File: config.mk
export PLATFORM = sky130hd
export DESIGN_NAME = fsk_nco_mod_top
export DESIGN_NICKNAME = d
export VERILOG_FILES = /design/src/rtl/fsk_mod_pkg.sv /design/src/rtl/fsk_cfg_regs.sv /design/src/rtl/fsk_shaper.sv /design/src/rtl/fsk_nco.sv /design/src/rtl/fsk_nco_mod_top.sv
export SDC_FILE = /design/constraint.sdc
export NUM_CORES = 1
export LEC_CHECK = 0
export BUFFER_PORTS_ARGS = -buffer_cell sky130_fd_sc_hd__buf_2
export CAP_MARGIN = 20
export CORE_ASPECT_RATIO = 2
export CORE_MARGIN = 5
export CORE_UTILIZATION = 50
export DETAILED_ROUTE_END_ITERATION = 16
export PLACE_DENSITY_LB_ADDON = 0.3
export SYNTH_ARGS = -nofsm -noshare
export SYNTH_HDL_FRONTEND = slang
export SYNTH_HIERARCHICAL = 1
export SYNTH_SLANG_ARGS = --single-unit
File: constraint.sdc
create_clock -name clk -period 6.08 [get_ports clk]
set_input_delay 0.912 -clock clk [delete_from_list [all_inputs] [get_ports clk]]
set_output_delay 0.912 -clock clk [all_outputs]
set_load 0.02 [all_outputs]
File: src/rtl/fsk_mod_pkg.sv
package fsk_mod_pkg;

    localparam int unsigned LUT_AW = 4;
    localparam int unsigned DAC_W  = 4;
    localparam logic [DAC_W-1:0] DAC_MID = DAC_W'(1 << (DAC_W - 1));

    localparam int unsigned ADR_CENTRE = 0;
    localparam int unsigned ADR_DEV    = 1;
    localparam int unsigned ADR_RISE   = 2;

    function automatic logic [2:0] quarter_mag(input logic [2:0] pos);
        logic [2:0] mag;
        case (pos)
            3'd0:    mag = 3'd0;
            3'd1:    mag = 3'd3;
            3'd2:    mag = 3'd5;
            3'd3:    mag = 3'd6;
            default: mag = 3'd7;
        endcase
        return mag;
    endfunction

    function automatic logic [DAC_W-1:0] sine_lut(input logic [LUT_AW-1:0] idx);
        logic [2:0] pos;
        logic [2:0] mag;
        if (idx[2]) pos = 3'd4 - {1'b0, idx[1:0]};
        else        pos = {1'b0, idx[1:0]};
        mag = quarter_mag(pos);
        if (idx[3]) return DAC_MID - DAC_W'(mag);
        else        return DAC_MID + DAC_W'(mag);
    endfunction

endpackage

File: src/rtl/fsk_cfg_regs.sv
module fsk_cfg_regs
    import fsk_mod_pkg::*;
#(
    parameter int unsigned FW_W    = 16,
    parameter int unsigned DWELL_W = 8,
    parameter int unsigned FRAME_W = 8,
    parameter int unsigned ADDR_W  = 4,
    parameter int unsigned NSTEP   = 4
) (
    input  logic                           clk,
    input  logic                           rst,
    input  logic                           we_i,
    input  logic [ADDR_W-1:0]              addr_i,
    input  logic [FW_W-1:0]                wdata_i,
    output logic [FW_W-1:0]                centre_o,
    output logic [FW_W-1:0]                dev_o,
    output logic [NSTEP-1:0][FW_W-1:0]     rise_o,
    output logic [NSTEP-1:0][FW_W-1:0]     fall_o,
    output logic [DWELL_W-1:0]             dwell_o,
    output logic [FRAME_W-1:0]             ton_o
);

    localparam int unsigned ADR_FALL  = ADR_RISE + NSTEP;
    localparam int unsigned ADR_DWELL = ADR_FALL + NSTEP;
    localparam int unsigned ADR_TON   = ADR_DWELL + 1;
    localparam logic [FW_W-1:0] CENTRE_RST = FW_W'(40128);
    localparam logic [FW_W-1:0] DEV_RST    = FW_W'(521);
    localparam logic [DWELL_W-1:0] DWELL_RST = DWELL_W'(4);

    typedef struct packed {
        logic [FW_W-1:0]            centre;
        logic [FW_W-1:0]            dev;
        logic [NSTEP-1:0][FW_W-1:0] rise;
        logic [NSTEP-1:0][FW_W-1:0] fall;
        logic [DWELL_W-1:0]         dwell;
        logic [FRAME_W-1:0]         ton;
    } cfg_t;

    cfg_t cfg_d, cfg_q;

    always_comb begin
        cfg_d = cfg_q;
        if (we_i) begin
            if (addr_i == ADDR_W'(ADR_CENTRE)) cfg_d.centre = wdata_i;
            if (addr_i == ADDR_W'(ADR_DEV))    cfg_d.dev    = wdata_i;
            for (int k = 0; k < int'(NSTEP); k++) begin
                if (addr_i == ADDR_W'(ADR_RISE + k)) cfg_d.rise[k] = wdata_i;
                if (addr_i == ADDR_W'(ADR_FALL + k)) cfg_d.fall[k] = wdata_i;
            end
            if (addr_i == ADDR_W'(ADR_DWELL)) cfg_d.dwell = wdata_i[DWELL_W-1:0];
            if (addr_i == ADDR_W'(ADR_TON))   cfg_d.ton   = wdata_i[FRAME_W-1:0];
        end
    end

    always_ff @(posedge clk) begin
        if (rst) begin
            cfg_q        <= '0;
            cfg_q.centre <= CENTRE_RST;
            cfg_q.dev    <= DEV_RST;
            cfg_q.dwell  <= DWELL_RST;
        end else begin
            cfg_q <= cfg_d;
        end
    end

    assign centre_o = cfg_q.centre;
    assign dev_o    = cfg_q.dev;
    assign rise_o   = cfg_q.rise;
    assign fall_o   = cfg_q.fall;
    assign dwell_o  = cfg_q.dwell;
    assign ton_o    = cfg_q.ton;

    // a centre write is visible one clock later
    p_centre_write_r9: assert property (@(posedge clk) disable iff (rst)
        (we_i && addr_i == ADDR_W'(ADR_CENTRE)) |=> (centre_o == $past(wdata_i)));

    // with no write enable the configuration holds
    p_cfg_hold_r9: assert property (@(posedge clk) disable iff (rst)
        !we_i |=> ($stable(centre_o) && $stable(dev_o) && $stable(dwell_o) && $stable(ton_o)));

endmodule

File: src/rtl/fsk_shaper.sv
module fsk_shaper #(
    parameter int unsigned FW_W    = 16,
    parameter int unsigned ACC_W   = 17,
    parameter int unsigned DWELL_W = 8,
    parameter int unsigned NSTEP   = 4
) (
    input  logic                       clk,
    input  logic                       rst,
    input  logic                       stb_i,
    input  logic                       bit_i,
    input  logic [FW_W-1:0]            centre_i,
    input  logic [FW_W-1:0]            dev_i,
    input  logic [NSTEP-1:0][FW_W-1:0] rise_i,
    input  logic [NSTEP-1:0][FW_W-1:0] fall_i,
    input  logic [DWELL_W-1:0]         dwell_i,
    output logic [ACC_W-1:0]           fw_o
);

    localparam int unsigned SW  = (NSTEP > 1) ? $clog2(NSTEP) : 1;
    localparam int unsigned PAD = ACC_W - FW_W;

    typedef struct packed {
        logic               sym;
        logic               shaping;
        logic [SW-1:0]      step;
        logic [DWELL_W-1:0] cnt;
    } shp_t;

    shp_t s_d, s_q;

    logic [DWELL_W-1:0] dwell_eff;
    logic               last_cnt;
    logic               last_step;
    logic               flip;
    logic [FW_W-1:0]    step_off;
    logic [ACC_W-1:0]   dev_ext;
    logic [ACC_W-1:0]   off_ext;

    always_comb begin
        dwell_eff = (dwell_i == '0) ? DWELL_W'(1) : dwell_i;
        last_cnt  = (s_q.cnt == dwell_eff - DWELL_W'(1));
        last_step = (s_q.step == SW'(NSTEP - 1));
        flip      = stb_i && (bit_i != s_q.sym);

        step_off = s_q.sym ? rise_i[s_q.step] : fall_i[s_q.step];
        dev_ext  = {{PAD{1'b0}}, dev_i};
        if (s_q.shaping)   off_ext = {{PAD{step_off[FW_W-1]}}, step_off};
        else if (s_q.sym)  off_ext = dev_ext;
        else               off_ext = ACC_W'(0) - dev_ext;
        fw_o = {{PAD{1'b0}}, centre_i} + off_ext;

        s_d = s_q;
        if (flip) begin
            s_d.sym     = bit_i;
            s_d.shaping = 1'b1;
            s_d.step    = '0;
            s_d.cnt     = '0;
        end else if (s_q.shaping) begin
            if (last_cnt) begin
                s_d.cnt = '0;
                if (last_step) s_d.shaping = 1'b0;
                else           s_d.step    = s_q.step + SW'(1);
            end else begin
                s_d.cnt = s_q.cnt + DWELL_W'(1);
            end
        end
    end

    always_ff @(posedge clk) begin
        if (rst) s_q <= '0;
        else     s_q <= s_d;
    end

    // the symbol moves only on a strobe
    p_sym_needs_stb_r5: assert property (@(posedge clk) disable iff (rst)
        !stb_i |=> $stable(s_q.sym));

    // every shaping run begins at step 0
    p_start_step0_r4: assert property (@(posedge clk) disable iff (rst)
        $rose(s_q.shaping) |-> (s_q.step == '0 && s_q.cnt == '0));

    // a differing strobe restarts the run, even on its last clock
    p_restart_r6: assert property (@(posedge clk) disable iff (rst)
        (stb_i && bit_i != s_q.sym) |=> (s_q.shaping && s_q.step == '0 && s_q.sym == $past(bit_i)));

    // the step index holds inside a dwell period
    p_step_hold_r4: assert property (@(posedge clk) disable iff (rst)
        (s_q.shaping && !stb_i && !last_cnt) |=> (s_q.step == $past(s_q.step)));

    // a run ends only after its final step
    p_end_last_r4: assert property (@(posedge clk) disable iff (rst)
        $fell(s_q.shaping) |-> ($past(s_q.step) == SW'(NSTEP - 1)));

endmodule

File: src/rtl/fsk_nco.sv
module fsk_nco
    import fsk_mod_pkg::*;
#(
    parameter int unsigned ACC_W = 17
) (
    input  logic               clk,
    input  logic               rst,
    input  logic               en_i,
    input  logic [ACC_W-1:0]   inc_i,
    output logic [DAC_W-1:0]   sample_o
);

    typedef struct packed {
        logic [ACC_W-1:0] acc;
        logic [DAC_W-1:0] sample;
    } nco_t;

    nco_t n_d, n_q;

    always_comb begin
        n_d = n_q;
        if (en_i) begin
            n_d.sample = sine_lut(n_q.acc[ACC_W-1 -: LUT_AW]);
            n_d.acc    = n_q.acc + inc_i;
        end else begin
            n_d.sample = DAC_MID;
            n_d.acc    = '0;
        end
    end

    always_ff @(posedge clk) begin
        if (rst) begin
            n_q.acc    <= '0;
            n_q.sample <= DAC_MID;
        end else begin
            n_q <= n_d;
        end
    end

    assign sample_o = n_q.sample;

    // a disabled modulator parks at mid-scale with zero phase
    p_off_mid_r8: assert property (@(posedge clk) disable iff (rst)
        !en_i |=> (sample_o == DAC_MID && n_q.acc == '0));

    // the phase advances by exactly the frequency word
    p_phase_step_r2: assert property (@(posedge clk) disable iff (rst)
        en_i |=> (n_q.acc == $past(n_q.acc) + $past(inc_i)));

    // the first sample after enabling is the zero-phase value
    p_first_mid_r8: assert property (@(posedge clk) disable iff (rst)
        (en_i && n_q.acc == '0) |=> (sample_o == DAC_MID));

endmodule

File: src/rtl/fsk_nco_mod_top.sv
module fsk_nco_mod_top
    import fsk_mod_pkg::*;
#(
    parameter int unsigned FW_W    = 16,
    parameter int unsigned ACC_W   = 17,
    parameter int unsigned DWELL_W = 8,
    parameter int unsigned FRAME_W = 8,
    parameter int unsigned ADDR_W  = 4,
    parameter int unsigned NSTEP   = 4
) (
    input  logic               clk,
    input  logic               rst,
    input  logic               cfg_we,
    input  logic [ADDR_W-1:0]  cfg_addr,
    input  logic [FW_W-1:0]    cfg_wdata,
    input  logic               tx_bit,
    input  logic               bit_stb,
    input  logic               pwr_en,
    input  logic [FRAME_W-1:0] frame_cnt,
    output logic [DAC_W-1:0]   dac_out
);

    logic [FW_W-1:0]            centre;
    logic [FW_W-1:0]            dev;
    logic [NSTEP-1:0][FW_W-1:0] rise;
    logic [NSTEP-1:0][FW_W-1:0] fall;
    logic [DWELL_W-1:0]         dwell;
    logic [FRAME_W-1:0]         ton;
    logic [ACC_W-1:0]           fw;
    logic                       mod_en;

    assign mod_en = pwr_en && (frame_cnt >= ton);

    fsk_cfg_regs #(
        .FW_W(FW_W), .DWELL_W(DWELL_W), .FRAME_W(FRAME_W),
        .ADDR_W(ADDR_W), .NSTEP(NSTEP)
    ) i_regs (
        .clk(clk), .rst(rst), .we_i(cfg_we), .addr_i(cfg_addr), .wdata_i(cfg_wdata),
        .centre_o(centre), .dev_o(dev), .rise_o(rise), .fall_o(fall),
        .dwell_o(dwell), .ton_o(ton)
    );

    fsk_shaper #(
        .FW_W(FW_W), .ACC_W(ACC_W), .DWELL_W(DWELL_W), .NSTEP(NSTEP)
    ) i_shaper (
        .clk(clk), .rst(rst), .stb_i(bit_stb), .bit_i(tx_bit),
        .centre_i(centre), .dev_i(dev), .rise_i(rise), .fall_i(fall),
        .dwell_i(dwell), .fw_o(fw)
    );

    fsk_nco #(
        .ACC_W(ACC_W)
    ) i_nco (
        .clk(clk), .rst(rst), .en_i(mod_en), .inc_i(fw), .sample_o(dac_out)
    );

    // power gate low always yields mid-scale on the next clock
    p_gate_low_r8: assert property (@(posedge clk) disable iff (rst)
        !pwr_en |=> (dac_out == DAC_MID));

endmodule

* Word-level counts from Yosys, hierarchy flattened
Cells that the tools add are included.
** Storage, ports and cells
- Bits in registers :: 209
- Word-level logic and storage cells :: 87
** Cells by class
- Add/subtract/negate cells :: 9
- Order comparisons :: 2
- Equality and inequality tests :: 17
- Multiplexer cells :: 19
- Bitwise logic cells :: 2
- Reductions and logical operators :: 20
** Operator list (count)
- $bmux 16 s2 :: 2
- $mux 16 :: 3
- $mux 17 :: 2
- $reduce_and 2->1 :: 12
- $mux 11 :: 2
- $add 16x17->17 :: 1
- $add 17x17->17 :: 1
- $sub 1x16->17 const A :: 1
- $eq 4x3->1 const B :: 4
- $eq 4x4->1 const B :: 4
- $mux 8 :: 2
- $mux 3 :: 4
- $pmux 3 s4 :: 1
- $add 8x1->8 const B :: 1
- $eq 4x2->1 const B :: 2
- $eq 8x8->1 :: 1
- $ge 8x8->1 :: 1
- $logic_not 8->1 :: 1
- $sub 8x1->8 const B :: 1
- $eq 3x2->1 const B :: 2
- $add 4x3->4 const A :: 1
- $eq 4x1->1 const B :: 1
- $logic_not 4->1 :: 1
- $mux 4 :: 1
- other kinds (14) :: 17

* Depth between registers and ports, before layout
Gate-level depths: netlist of the first run.
- Depth after elaboration :: 8
- Mapped depth :: 21
- Gate-level depth less buffers :: 19

* Hierarchy
Netlist of the first run, hierarchy kept.
** Modules (own cells, without submodules)
- fsk_cfg_regs :: instances 1, cells an instance 627, area an instance 6945.4 µm², sequential area each 3523.4 µm²
- fsk_shaper :: instances 1, cells an instance 336, area an instance 3046.7 µm², sequential area each 240.2 µm²
- fsk_nco :: instances 1, cells an instance 189, area an instance 1541.5 µm², sequential area each 420.4 µm²
- fsk_nco_mod_top :: instances 1, cells an instance 27, area an instance 192.7 µm², sequential area each 0.0 µm²

* Worst setup path after synthesis of the first run
Ideal clock, no wire load.
- Path kind :: reg-to-reg
- From :: reg i_shaper/s_q[8] in the netlist's numbering
- To :: reg i_nco/n_q[19] in the netlist's numbering
- Library setup time :: 0.080 ns
- Arrival time :: 4.933 ns
- Path slack :: 1.068 ns
- Cell stages (with the launch flop) :: 22
- Clock period less this slack :: 5.012 ns
- Cell sequence :: dfxtp_1 clkbuf_1 buf_2 buf_4 mux4_2 mux2i_1 a21oi_1 ha_1 fa_1 a211oi_1 nor2_1 o21ai_0 o21ai_0 a21oi_1 xnor2_1 ha_1 buf_2 a21o_1 a21oi_1 a21bo_2 o21ai_0 nor3b_1
** On the way
- Longest elaborated chain between the ends :: 6
- Elaborated cells on any way between the ends :: 8
- Classes of those cells :: add/sub: 2; mux: 6
** Ends and longest elaborated chain
- from (decl) :: line fsk_shaper.sv:29 : shp_t s_d, s_q;
- from (signal assigned) :: line fsk_shaper.sv:70 : if (rst) s_q <= '0;
- from (signal assigned) :: line fsk_shaper.sv:71 : else s_q <= s_d;
- $bmux 16 s2 :: line fsk_shaper.sv:45 : step_off = s_q.sym ? rise_i[s_q.step] : fall_i[s_q.step];
- $mux 16 (implied by the code) :: line fsk_shaper.sv:45
- $mux 16 * :: line fsk_shaper.sv:45
- $mux 17 * :: line fsk_shaper.sv:47 : if (s_q.shaping) off_ext = {{PAD{step_off[FW_W-1]}}, step_off};
- $add 16x17->17 * :: line fsk_shaper.sv:50 : fw_o = {{PAD{1'b0}}, centre_i} + off_ext;
- via fw[12] :: line fsk_nco_mod_top.sv:29 : logic [ACC_W-1:0] fw;
- $add 17x17->17 * :: line fsk_nco.sv:24 : n_d.acc = n_q.acc + inc_i;
- to (signal assigned) :: line fsk_nco.sv:36 : n_q <= n_d;
- to (decl) :: line fsk_nco.sv:18 : nco_t n_d, n_q;
Mark *: on every way through the listed nets, which the timed path passes. The rest lies on a longest branch. The select of a mux whose other input is x is not followed.
A chain may end at the register's enable or synchronous reset.

* Worst setup path after layout of the first run
- From :: reg i_shaper/s_q[8] in the netlist's numbering
- To :: reg i_nco/n_q[17] in the netlist's numbering
The elaborated chain is that of the path after synthesis.

==> results of run 1 <==
==> power breakdown <==
part,switching (mW),total (mW),internal (mW)
combinational,0.329,0.563,0.234
clock,0.550,1.38,0.826
sequential,0.0276,1.43,1.40
==> sequential cells by signal (all words and copies together) (netlist names) <==
register / count
i_nco/n_q: 17
i_regs/ton_o: 8
i_shaper/s_q: 12
i_regs/centre_o: 16
i_nco/sample_o: 4
i_regs/dev_o: 16
i_regs/fall_o: 64
i_regs/dwell_o: 8
i_regs/rise_o: 64
==> cells in the final DEF (no fill, tap or decap), types with 3 or more instances in the layout <==
master	count
mux4_2	41
a21o_1	11
clkbuf_1	5
nand4_1	8
nand2b_1	192
buf_4	9
dfxtp_1	207
mux2i_1	185
nand2_1	37
o21ai_0	22
nor3_1	15
o211ai_1	5
or2_2	4
xor2_1	15
inv_1	25
ha_1	46
clkbuf_8	5
a21oi_1	35
nor4_1	3
a211oi_1	12
nand2_2	6
buf_2	36
nor2b_1	13
o31ai_1	9
xnor2_1	21
bufinv_16	3
and3_1	3
o21bai_1	3
nor2_1	77
o31a_1	3
clkbuf_16	21
nand3_1	14
and2_1	10
a21boi_0	5
o21a_1	6
a31oi_1	11
o221ai_1	3
==> area by class of cell <==
type,instances,area [µm²]
sequential,209,4190
clock inverter,6,109
inverter,25,93.8
tap,283,354
fill,2066,10600
timing repair buffer,45,248
multi-input combinational,866,7060
clock buffer,31,613
==> kinds of logic after synthesis <==
kind of cell	after synthesis	share of synthesized area (%)
simple gates	407	19.9
mux	226	23.7
flops	209	35.7
compound gates	149	8.76
buf+inv	104	4.10
fa+ha+maj	48	5.25
xor+xnor	36	2.69
==> critical path, stage by stage (launching register included) <==
cell and delay, ps:
dfxtp_2 690, buf_4 350, mux4_2 530, mux4_2 480, o41a_1 130, ha_1 360
a21oi_1 190, nand2_1 70, o21ai_0 530, o21ai_0 210, a21oi_1 210, xnor2_1 90
ha_1 440, and3_1 280, and2_1 210, a31oi_1 120, a211o_1 330, nand2_1 60
==> per-layer routing <==
metal | global-route usage [%] | vias to the layer above
li1 | - | 4126
met1 | 23.0 | 4080
met2 | 39.0 | 135
met3 | 2.35 | 76
met4 | 9.78 | 0
met5 | 0 | -
==> worst paths after layout <==
| path | start | end | slack, ps | cells past startpoint |
|---|---|---|---|---|
| max | i_shaper/s_q[8] | i_nco/n_q[17] | 740 | 17 |
| min | i_regs/rise_o[8] | i_regs/rise_o[8] | 470 | 2 |
| max reg2reg | i_shaper/s_q[8] | i_nco/n_q[17] | 740 | 17 |
| min reg2reg | i_regs/rise_o[8] | i_regs/rise_o[8] | 470 | 2 |
==> through the flow <==
stage	power [mW]	utilization, %	worst slack (ps)	hold WS, ps	instance area, µm²
final	3.37	54.5	741	474	12700
after floorplan	1.89	-	1070	417	11700
after global routing	3.51	54.5	390	489	12700
after CTS	3.40	54.5	746	475	12700
after detailed placement	2.02	51.4	797	462	11900
after global placement	2.02	51.4	820	457	11900
==> run summary, run 1 <==
Outcome = finished, final reports clean
Routed WL = 27,900 µm
Synth Instances = 1,179
WL met1 = 11,000 µm
Final setup fails = 0
Fmax = 0.187 GHz
Core area = 0.0232 mm²
Largest net degree at the start of global routing = 127
Leak Pwr = 5.58 nW
Hold WC Path Type = flop to flop
Drt initial violations = 479
WP data arrival = 5790 ps
CTS buffer count = 21
Vias in the first global route = 8,545
CTS tree = yes
Unrepaired setup endpoints after global routing = false
Layout net count = 1,250
WL/cell = 19.1 µm
First-pass GRT wire length = 45,100 µm
Share of cells above drive strength 1 = 12.8%
Drt drc = 0
Synth Area per Inst = 9.95 µm²
Maximum VDD drop = 0.000258 V
Met3 WL post-DR = 727 µm
Synth cell types = 77
Final hold viol count = 0
Most common cell in the netlist = dfxtp_1
Post-CTS Hold Buffers = 0
Synth top area cells = dfxtp_1, mux2i_1, nand2b_1
Total Routing Usage GR = 20.7%
Placed insts = 1,428
Post-DRT Antenna Nets = 0
Synthesized area = 0.0117 mm²
TritonCTS Sinks = 209
Die area = 0.0268 mm²
CTS Buffer Depth = 3
Layout area overhead = 8.01%
I/O pin total = 38
Worst Path Required = 6530 ps
Tightest Pin Transition = 1020 ps
GP Congestion = 0.839
IO buf count = 37
Number of synthesized flops with an enable pin = 0
Syn nets = 1,261
Initial antenna violation count = 0
Top-area cell type share of the netlist area = 35.7%
Post-synth top cells = dfxtp_1, nand2b_1, mux2i_1, nor2_1, clkbuf_1
Final Max Slew Viols = 0
Critical path type = flop to flop
Crit-path max FO = 16
Total gr overflow = 0
Final Non-Filler Cells = 1,465
Ys async rst share = 0%
Ys Warns = 6
Number of synthesized register bits = 209
Critical Path End Type = flop
Post-CTS setup buffers = 0
DIE WIDTH = 118 µm
Row Count = 79
Initial core utilization = 50.5%
DR WL met2 = 15,000 µm
DP HPWL = 19,600 µm
H-tree Lvls = 1
Die height = 227 µm
Pwr/cell area = 266 mW/mm²
Worst slew margin = 32.0%
Main synth FF type = dfxtp_1
Max Cap Viol = 0
Detailed Routing Iterations Pass 1 = 5
Period utilization = 87.8%
Vias per inst = 5.75
Clock transition at path regs = 60 ps
Post-CTS Resized = 0
Startpoint Class = flop
Uppermost routed layer = met4
CTS root buf = clkbuf_16
Clock Skew = 8.08 ps
Routed vias = 8,417
Yosys top cell by area = dfxtp_1
Period minus WS final = 5340 ps
Skew-Pair Late Insertion Delay = 510 ps
Sequential fraction of the synthesis area = 35.7%
N_diodes = 0
TNS Setup = 0 ps
Power figures use the tool's default switching activity.
==> run 2, diff against run 1 <==
CORE_MARGIN = 8   (was 5)
==> run 2 against run 1 <==
Against the previous run: flip-flop and latch count is the same; register-to-register slack gained 20 ps; largest cell class unchanged; clock-buffer cell count is 1 lower; die area up 7.9%.
==> run summary, run 2 (synthesized netlist as in run 1, its figures left out) <==
Critical Path End Type = flop
TNS Setup = 0 ps
Worst Path Required = 6530 ps
DIE WIDTH = 124 µm
Total gr overflow = 0
Row Count = 79
Clock Skew = 14.3 ps
Setup crit start = i_shaper/s_q[8]
Hold WC Path Type = flop to flop
Tightest Pin Transition = 1000 ps
Startpoint Class = flop
Commonest non-fill, non-tap cells in the layout = dfxtp_1, nand2b_1, mux2i_1, nor2_1, ha_1
Final Max Slew Viols = 0
Layout area overhead = 7.31%
Vias per inst = 5.78
I/O pin total = 38
Core area = 0.0231 mm²
Final Core Density = 54.4%
Maximum VDD drop = 0.000250 V
Max Cap Viol = 0
Total Routing Usage GR = 19.1%
Routed vias = 8,444
Routed WL = 28,200 µm
Post-DRT Antenna Nets = 0
Final hold viol count = 0
Final Non-Filler Cells = 1,462
RR Endpoint = i_nco/n_q[17]
CTS buffer count = 20
Vias in the first global route = 8,586
Skew-Pair Late Insertion Delay = 520 ps
Pwr/cell area = 258 mW/mm²
FF-to-FF Start = i_shaper/s_q[8]
GP Congestion = 0.896
Worst R2R Path Depth = 17
N_diodes = 0
Initial antenna violation count = 0
Placed insts = 1,426
Outcome = finished, final reports clean
Worst slew margin = 33.3%
Initial core utilization = 50.7%
Largest net degree at the start of global routing = 127
Fmax = 0.188 GHz
IO buf count = 37
Leak Pwr = 5.53 nW
Die height = 233 µm
CTS Buffer Depth = 3
Hold Path Sink = i_regs/rise_o[11]
Die area = 0.0289 mm²
Critical path type = flop to flop
CTS tree = yes
WL/cell = 19.3 µm
First-pass GRT wire length = 44,900 µm
Post-CTS setup buffers = 0
H-tree Lvls = 1
Drt drc = 0
Area after DPL = 0.0119 mm²
CTS root buf = clkbuf_16
TritonCTS Sinks = 209
Unrepaired setup endpoints after global routing = false
Share of cells above drive strength 1 = 12.7%
Detailed Routing Iterations Pass 1 = 5
DP HPWL = 19,800 µm
Period utilization = 87.5%
Crit-path max FO = 20
Period minus WS final = 5320 ps
Reg2Reg Setup Slack = 760 ps
Final Instance Area = 0.0126 mm²
Final setup fails = 0
Post-CTS Resized = 0
Drt initial violations = 492
Clock transition at path regs = 70 ps
Post-CTS Hold Buffers = 0
Hold Crit Start = i_regs/rise_o[11]
WP data arrival = 5770 ps
WHS Path Cells = 2
Commonest non-fill, non-tap cell in the layout = dfxtp_1
Layout net count = 1,247
==> run 2: worst max path at each step <==
stage | endpoint | slack, ps | depth (start not counted)
floorplan | i_nco/n_q[19] | 1070 | 21
global placement | i_nco/n_q[17] | 770 | 17
detailed placement | i_nco/n_q[17] | 770 | 17
CTS | i_nco/n_q[17] | 730 | 17
global route | i_nco/n_q[19] | 440 | 17
finish | i_nco/n_q[17] | 760 | 17
==> run 2: through the flow <==
stage               hold slack (ps)  total power [mW]  setup slack [ps]
floorplan                       417              1.89              1070
global placement                456              2.01               774
detailed placement              463              2.02               765
CTS                             477              3.28               728
global route                    489              3.38               442
finish                          473              3.25               757
==> run 2: worst max-delay path, stage by stage, from the launching register on <==
cell	delay, ps
dfxtp_2	750
mux4_2	590
mux2i_1	230
a21oi_1	120
ha_1	260
fa_1	440
a211oi_1	260
nor2_1	120
o21ai_0	570
o21ai_0	190
a21oi_1	210
xnor2_1	90
ha_1	430
and3_1	260
and2_1	220
a31oi_1	120
a211o_1	310
nand2_1	60
==> run 2: layout make-up <==
type	instances	area, µm²
multi-input cells	866	7060
repair buffers	43	233
clock inverters	6	35.0
inverters	25	93.8
clock buffers	30	619
flip-flops and latches	209	4190
fillers	2090	10500
well taps	283	354
==> run 2: layer usage <==
layer  GRT usage (%)  vias up  wire length (µm)
li1                -     4127                 -
met2            37.3      139             15400
met3            2.07       73               666
met4            9.96        0              1260
met5               0        -                 0
met1            19.2     4105             10900
==> run 2: power by group <==
| part | internal, mW | switching [mW] |
|---|---|---|
| Clock | 0.706 | 0.551 |
| Combinational | 0.234 | 0.325 |
| Sequential | 1.40 | 0.0293 |
==> run 3, diff against run 2 <==
clock period = 5.55 ns   (was 6.08 ns; I/O delays follow)
==> run 3 against run 2 <==
Against the previous run: total power rose by 8.9%; sequential share of layout area barely moved; hold slack got worse by 0.72 ps; wire length rose by 0.22%; flip-flop and latch count did not move; combinational power rose by 9.5%; clock power rose by 8%; clock skew fell by 0.65 ps; critical path depth did not move; largest power group unchanged; highest routed layer unchanged.
==> run summary, run 3 (synthesized netlist as in run 1, its figures left out) <==
Outcome = finished, final reports clean
Fillers = 2,098
Drt initial violations = 655
CTS Buffer Depth = 3
CTS root buf = clkbuf_16
Routed vias = 8,487
Unrepaired setup endpoints after global routing = false
H-tree Lvls = 1
Die height = 233 µm
Final Max Slew Viols = 0
Total gr overflow = 0
Post-CTS Resized = 0
Pwr Total = 3.54 mW
First-pass GRT wire length = 45,500 µm
CTS tree = yes
Post-DRT Antenna Nets = 0
CP max stage cell = o21ai_0
Commonest non-fill, non-tap cell in the layout = dfxtp_1
Clock Skew = 13.6 ps
Startpoint Class = flop
Area after DPL = 0.0119 mm²
Hold WC Path Type = flop to flop
GP Congestion = 0.913
Post-CTS setup buffers = 0
Skew-Pair Late Insertion Delay = 510 ps
Initial core utilization = 50.7%
Critical path type = flop to flop
TNS Setup = 0 ps
TritonCTS Sinks = 209
Worst Path Required = 5990 ps
Internal power = 2.56 mW
Pwr/cell area = 281 mW/mm²
Max Cap Viol = 0
Drt drc = 0
Vias per inst = 5.81
Final hold viol count = 0
CP peak stage delay = 550 ps
Routed WL = 28,200 µm
N_diodes = 0
Flop pwr share = 44.4%
Share of cells above drive strength 1 = 12.6%
Combinational power share = 17.3%
Vias in the first global route = 8,650
DP HPWL = 20,100 µm
Crit-path cells = buf_4, mux4_2, mux4_2, o41a_1, ha_1, a21oi_1, nand2_1, o21ai_0, o21ai_0, a21oi_1, xnor2_1, ha_1, and3_1, and2_1, a31oi_1, a211o_1, nand2_1
Tightest Pin Transition = 1030 ps
WP data arrival = 5500 ps
Leak Pwr = 5.53 nW
Maximum VDD drop = 0.000306 V
Layout area overhead = 7.23%
Period utilization = 91.0%
Final setup fails = 0
Sw Share = 27.6%
Post-CTS Hold Buffers = 0
Die area = 0.0289 mm²
Final Instance Area = 0.0126 mm²
IO buf count = 37
Crit-path max FO = 14
WL/cell = 19.3 µm
NetSw = 978 µW
Commonest non-fill, non-tap cells in the layout = dfxtp_1, nand2b_1, mux2i_1, nor2_1, ha_1
Worst slew margin = 31.3%
Largest net degree at the start of global routing = 133
Clock power frac = 38.3%
Initial antenna violation count = 0
Critical Path End Type = flop
CTS buffer count = 20
Layout net count = 1,248
Period minus WS final = 5050 ps
Core area = 0.0231 mm²
Fmax = 0.198 GHz
Clock transition at path regs = 70 ps
Row Count = 79
Worst-case hold slack = 472 ps
I/O pin total = 38
Total Routing Usage GR = 19.3%
DIE WIDTH = 124 µm
Detailed Routing Iterations Pass 1 = 4
==> run 3: metal layers <==
layer  vias to the layer above  part of all wire [%]  GRT usage (%)  routed length [µm]
met5                         -                     0              0                   0
met4                         0                   4.5           9.73                1280
met3                        76                   3.3           2.01                 921
met2                       199                    55           37.9               15400
met1                      4091                    38           19.5               10600
li1                       4121                     -              -                   -
==> run 3: cell type report <==
type / instances / area, µm² / area share [%]
Multi-Input combinational cell: 866 / 7060 / 56.2
Sequential cell: 209 / 4190 / 33.3
Clock inverter: 8 / 70.1 / 0.557
Tap cell: 283 / 354 / 2.82
Clock buffer: 27 / 568 / 4.52
Inverter: 25 / 93.8 / 0.746
Timing Repair Buffer: 44 / 240 / 1.91
==> run 3: final timing paths <==
path | end | startpoint | depth (start not counted) | slack, ps
worst min register to register | i_regs/rise_o[48] | i_regs/rise_o[48] | 2 | 470
worst max register to register | i_nco/n_q[17] | i_shaper/s_q[8] | 17 | 500
worst min-delay path | i_regs/rise_o[48] | i_regs/rise_o[48] | 2 | 470
worst max-delay path | i_nco/n_q[17] | i_shaper/s_q[8] | 17 | 500
==> run 3: through the flow <==
stage / cells / setup WS (ps) / utilization [%]
4_1_cts: 1462 / 420 / 54.4
2_1_floorplan: 1179 / 538 / -
6_report: 1462 / 499 / 54.4
3_3_place_gp: 1427 / 561 / 51.6
5_1_grt: 1462 / 104 / 54.4
3_5_place_dp: 1427 / 466 / 51.6
==> run 3: worst max-delay path: cells and delay by family, from the launching register on <==
family                     cells  cell delay (ps)
AOI/OAI and AO/OA              7             1700
muxes                          2              990
adders and majority gates      2              800
and+or+nand+nor                4              590
DFF                            1              450
buffers and inverters          1              300
xor gates and xnor gates       1              110
==> run 3: power by group through the flow <==
stage	combinational, mW	sequential [mW]	clock (mW)
6_report	0.612	1.57	1.36
5_1_grt	0.677	1.57	1.44
4_1_cts	0.613	1.57	1.39
3_5_place_dp	0.608	1.60	0
3_3_place_gp	0.603	1.60	0
2_1_floorplan	0.483	1.59	0
